==> src/rtl/vrt_pkg.sv <==
package vrt_pkg;
  localparam int DEF_NREGS  = 128;
  localparam int DEF_NSLOTS = 8;

  typedef enum logic [1:0] {
    AK_IDLE  = 2'd0,
    AK_REUSE = 2'd1,
    AK_NEW   = 2'd2,
    AK_STALL = 2'd3
  } alloc_kind_e;
endpackage

==> src/rtl/vrt_slot.sv <==
module vrt_slot #(
  parameter int NREGS = 128,
  localparam int RW = $clog2(NREGS)
) (
  input  logic             clk,
  input  logic             rst_n,
  input  logic             set_en,
  input  logic [RW-1:0]    set_reg,
  input  logic             clr_en,
  input  logic [RW-1:0]    probe_a,
  input  logic [RW-1:0]    probe_b,
  output logic             valid,
  output logic [NREGS-1:0] row,
  output logic             match_a,
  output logic             match_b
);
  function automatic logic [NREGS-1:0] reg_to_row(input logic [RW-1:0] r);
    logic [NREGS-1:0] v;
    v = '0;
    v[r] = 1'b1;
    return v;
  endfunction

  logic [NREGS-1:0] row_q;
  logic             valid_q;

  always_ff @(posedge clk or negedge rst_n) begin
    if (!rst_n) begin
      row_q   <= '0;
      valid_q <= 1'b0;
    end else if (set_en) begin
      row_q   <= reg_to_row(set_reg);
      valid_q <= 1'b1;
    end else if (clr_en) begin
      row_q   <= '0;
      valid_q <= 1'b0;
    end
  end

  assign valid   = valid_q;
  assign row     = row_q;
  assign match_a = valid_q & row_q[probe_a];
  assign match_b = valid_q & row_q[probe_b];
endmodule

==> src/rtl/vrt_lowest.sv <==
module vrt_lowest #(
  parameter int N = 8,
  localparam int W = $clog2(N)
) (
  input  logic [N-1:0] req,
  output logic         found,
  output logic [W-1:0] idx
);
  function automatic logic [W-1:0] first_set(input logic [N-1:0] v);
    logic [W-1:0] r;
    r = '0;
    for (int i = N - 1; i >= 0; i--) begin
      if (v[i]) r = W'(i);
    end
    return r;
  endfunction

  assign found = |req;
  assign idx   = first_set(req);
endmodule

==> src/rtl/vrt_encode.sv <==
module vrt_encode #(
  parameter int N = 8,
  localparam int W = $clog2(N)
) (
  input  logic [N-1:0] onehot,
  output logic         any,
  output logic [W-1:0] idx
);
  function automatic logic [W-1:0] or_index(input logic [N-1:0] v);
    logic [W-1:0] r;
    r = '0;
    for (int i = 0; i < N; i++) begin
      if (v[i]) r = r | W'(i);
    end
    return r;
  endfunction

  assign any = |onehot;
  assign idx = or_index(onehot);
endmodule

==> src/rtl/vreg_map_table.sv <==
module vreg_map_table
  import vrt_pkg::*;
#(
  parameter int NREGS  = DEF_NREGS,
  parameter int NSLOTS = DEF_NSLOTS,
  localparam int RW = $clog2(NREGS),
  localparam int SW = $clog2(NSLOTS)
) (
  input  logic          clk,
  input  logic          rst_n,
  input  logic          alloc_req,
  input  logic [RW-1:0] alloc_reg,
  input  logic          free_req,
  input  logic [SW-1:0] free_slot,
  input  logic [RW-1:0] lk_reg,
  output logic          grant,
  output logic          hit,
  output logic          stall,
  output logic [SW-1:0] slot_idx,
  output logic          lk_hit,
  output logic [SW-1:0] lk_slot
);
  logic [NSLOTS-1:0]       valid_q;
  logic [NSLOTS-1:0]       match_a;
  logic [NSLOTS-1:0]       match_b;
  logic [NSLOTS-1:0]       set_vec;
  logic [NSLOTS-1:0]       clr_vec;
  logic [NSLOTS*NREGS-1:0] rows_flat;

  logic          a_hit;
  logic [SW-1:0] a_hit_slot;
  logic          any_free;
  logic [SW-1:0] new_slot;
  logic          do_new;
  alloc_kind_e   kind;

  vrt_encode #(.N(NSLOTS)) u_enc_alloc (
    .onehot(match_a), .any(a_hit), .idx(a_hit_slot)
  );

  vrt_encode #(.N(NSLOTS)) u_enc_look (
    .onehot(match_b), .any(lk_hit), .idx(lk_slot)
  );

  vrt_lowest #(.N(NSLOTS)) u_pick (
    .req(~valid_q), .found(any_free), .idx(new_slot)
  );

  always_comb begin
    if (!alloc_req)    kind = AK_IDLE;
    else if (a_hit)    kind = AK_REUSE;
    else if (any_free) kind = AK_NEW;
    else               kind = AK_STALL;
  end

  assign do_new   = (kind == AK_NEW);
  assign grant    = (kind == AK_REUSE) || do_new;
  assign hit      = (kind == AK_REUSE);
  assign stall    = (kind == AK_STALL);
  assign slot_idx = hit ? a_hit_slot : new_slot;

  for (genvar s = 0; s < NSLOTS; s++) begin : g_slot
    assign set_vec[s] = do_new && (new_slot == SW'(s));
    assign clr_vec[s] = free_req && (free_slot == SW'(s));

    vrt_slot #(.NREGS(NREGS)) u_slot (
      .clk     (clk),
      .rst_n   (rst_n),
      .set_en  (set_vec[s]),
      .set_reg (alloc_reg),
      .clr_en  (clr_vec[s]),
      .probe_a (alloc_reg),
      .probe_b (lk_reg),
      .valid   (valid_q[s]),
      .row     (rows_flat[s*NREGS +: NREGS]),
      .match_a (match_a[s]),
      .match_b (match_b[s])
    );
  end
endmodule

==> config.mk <==
export PLATFORM = sky130hd
export DESIGN_NAME = vreg_map_table
export DESIGN_NICKNAME = d
export VERILOG_FILES = /design/src/rtl/vrt_pkg.sv /design/src/rtl/vrt_slot.sv /design/src/rtl/vrt_lowest.sv /design/src/rtl/vrt_encode.sv /design/src/rtl/vreg_map_table.sv
export SDC_FILE = /design/constraint.sdc
export NUM_CORES = 2
export LEC_CHECK = 0
export BUFFER_PORTS_ARGS = -buffer_cell sky130_fd_sc_hd__buf_4
export CORE_UTILIZATION = 45
export CTS_BUF_LIST = sky130_fd_sc_hd__clkbuf_8
export DETAILED_ROUTE_END_ITERATION = 8
export PLACE_DENSITY = 0.7
export SKIP_LAST_GASP = 1
export SYNTH_ARGS = -nofsm -noshare
export SYNTH_HDL_FRONTEND = slang
export SYNTH_SLANG_ARGS = --single-unit
==> constraint.sdc <==
create_clock -name clk -period 5.46 [get_ports clk]
set_input_delay 0.819 -clock clk [delete_from_list [all_inputs] [get_ports clk]]
set_output_delay 0.819 -clock clk [all_outputs]
set_load 0.01 [all_outputs]
==> metrics <==
drt pass-1 iters 8; CP required 4640 ps; sequential share of the synthesized area 0.438; mean post-synth cell area 11.8 um^2; Most used DFF post-synth dfrtp_1; worst slew pin tran 1100 ps; PnR worst setup slack 82.4 ps; routability congestion estimate from global placement roughly 0.95; Worst path slowest cell o41ai_4; Post-Synth Simple-Gate Area 0.0847; Sequential Power Share 0.443; DR vias 43,200; Core Rows 132; clk_lat worst skew about 910 ps; io pins 31; #FFs+latches synth 1,032; die height around 360 um; Synth warnings 0; critical path's top delay family compound AO/OA/AOI/OAI gates; total clock sinks 1,032; total congestion overflow 0; status complete, no violations; Fmax 186 MHz; CTS tree yes; switch share 0.284; Initial Util 0.454; Area Overhead vs Synth 11.6%; Setup WS pre-CTS 51.8 ps; root buffer cell clkbuf_8; synth top area cells dfrtp_1 (44%), mux2i_1 (25%), mux4_2 (14%), nand2_1 (7.6%), o22ai_1 (2.1%); most frequent cells in the layout mux2i_1 (1,484), nand2_1 (1,191), dfrtp_1 (1,032); Post-Syn Area 59,000 um^2; Critical Path Max Stage Delay approximately 530 ps; Post-Syn Instances 5,017; core area 130,000 um^2; post-detail-place hpwl 125,000 um; # DRC 0; Yosys top cell by area dfrtp_1; endpoints failing hold 0; Sw Pwr 5.08 mW; period utilisation layout 0.985; P_int 12.8 mW; Die Wd 364 um; max_cap viols 0; slew margin rel. 0.268; share of cells above drive strength 1 0.186; largest family of logic cells by synthesized area multiplexers; clock-pin slew on the worst setup and hold paths 50 ps; crit-path max FO 32; final antenna-violating net count 0; Worst Path Arrival 4560 ps; min-delay worst type in2reg; NumNets Final 5,043; EDFF count, synth 0; CTS Buffer Depth 3; critical path class in2out; vias in the first global route 44,000; routed vias/inst 6.27; static leakage 34.1 nW; First DRT Iteration DRCs 4,747; Die Footprint 133,000 um^2; post-synthesis mux area share 0.394; Gate power share 0.149; type of origin of the critical path primary input; Adder-Cell Fraction of Synth Area 0; most common cell after layout, fill and taps aside mux2i_1; worst hold slack 503 ps; TritonCTS Buffers 176; Max Clock Skew 36.6 ps; GRT Total Usage 0.286; first-pass GRT wire length 286,000 um; initial antenna violation count 6; final setup vio count 0; crit-path most repeated cell buf_4; Synth Net Count just over 5,000; power share of the clock group 0.407; Synth cell types 42; port bufs 30; Total Neg Setup Slack 0 ps; crit path time final 5380 ps; fillers 11,200; largest net degree at the start of global routing roughly 150; H-tree levels 4; storage element area about 26,000 um^2; final WL between 150,000 and 200,000 um; multi-input logic area 30,900 um^2; FFs w/ async S/R, synth 1.00; RSZ-0062 raised after global routing no; complex-gate fraction of the synthesized area 0.0408; Peak VDD IR around 0.28 mV; max-slew violations 0; Synth Area in XOR/XNOR 0; Power Dens Cells 272 nW/um^2; Worst setup EP type output pin; routed length per instance 27.2 um; Critical path buffers and inverters 6; top-area cell type share of the netlist area 0.438; Cell Chain, Critical Path buf_4, nand2b_4, buf_12, buf_4, o22ai_1, o21ai_0, a41oi_2, o41ai_4, o31ai_1, nor4_4, nor2_1, buf_4, o21ai_0, buf_4, buf_4
[worst paths after layout]
check	startpoint	endpoint	slack [ps]	depth (start not counted)
worst max-delay path	alloc_reg[2]	slot_idx[0]	80	15
worst min-delay path	alloc_req	g_slot[2].u_slot.valid	500	4
worst max register to register	g_slot[6].u_slot.row[1]	g_slot[1].u_slot.row[20]	1230	13
worst min register to register	g_slot[5].u_slot.row[108]	g_slot[5].u_slot.row[108]	540	2
max in group asynchronous	rst_n	g_slot[1].u_slot.row[2]	3460	3
min in group asynchronous	rst_n	g_slot[5].u_slot.row[84]	550	2
[cell type report]
cell class                      instances  area share
Multi-Input combinational cell       3534       0.469
Sequential cell                      1032       0.392
Antenna cell                            2   0.0000760
Inverter                                4    0.000228
Clock buffer                          239      0.0499
Tap cell                             1742      0.0331
Clock inverter                         71     0.00553
Timing Repair Buffer                  274      0.0496
[synth_stat cells (6+ instances only)]
library cell / n
o21ai_1: 29
buf_4: 20
buf_1: 32
mux4_2: 366
a41oi_1: 25
nor2_1: 29
buf_2: 93
nand2b_1: 7
mux2_2: 15
mux2i_1: 1484
a22oi_1: 31
clkbuf_1: 220
nor2b_1: 9
nand2_1: 1194
dfrtp_1: 1032
o22ai_1: 194
buf_6: 82
nand3_1: 22
a21oi_1: 6
o21ai_0: 74
a31oi_1: 7
[cell families after synthesis]
kind of cell,Yosys count
AO/OA/AOI/OAI,381
flip-flops,1032
buffers and inverters,451
AND/OR/NAND/NOR,1288
multiplexers,1865
[tightest hold or removal path, cell delays in order]
cell,delay (ps)
buf_4,190
nand3_4,130
buf_12,150
nand2_1,50
[registers in the layout (all words and copies together) (netlist names)]
| name | flops |
|---|---|
| g_slot.u_slot.row | 1024 |
| g_slot.u_slot.valid | 8 |
[power groups by stage]
stage | Combinational, mW | Sequential (mW) | Clock [mW]
global placement | 2.61 | 8.06 | 0
global route | 2.78 | 7.95 | 7.72
floorplan | 1.77 | 8.00 | 0
detailed placement | 2.63 | 8.07 | 0
CTS | 2.64 | 7.93 | 7.38
finish | 2.68 | 7.94 | 7.29
[timing repair]
item / CTS / global route
buffers inserted: 0 / 1
gates resized for setup: 0 / 9
hold endpoints to repair: 71 / 0
setup endpoints to repair: 0 / 4
hold buffers: 1 / 0
[routing by layer]
layer	vias to the layer above	GRT usage	share of wire
met3	499	0.0757	0.095
met5	-	0	0.00021
met4	6	0.140	0.050
li1	18300	-	-
met1	22300	0.378	0.40
met2	2161	0.437	0.46
[per-stage QoR]
step,util,area [um^2],instances,power (mW)
after floorplan,-,59000,5017,9.77
after global placement,0.479,62100,6584,10.7
after detailed placement,0.479,62100,6584,10.7
after CTS,0.507,65800,6895,17.9
after global routing,0.507,65900,6897,18.4
final,0.507,65900,6898,17.9
No activity file was read; power rests on OpenSTA's default activity.
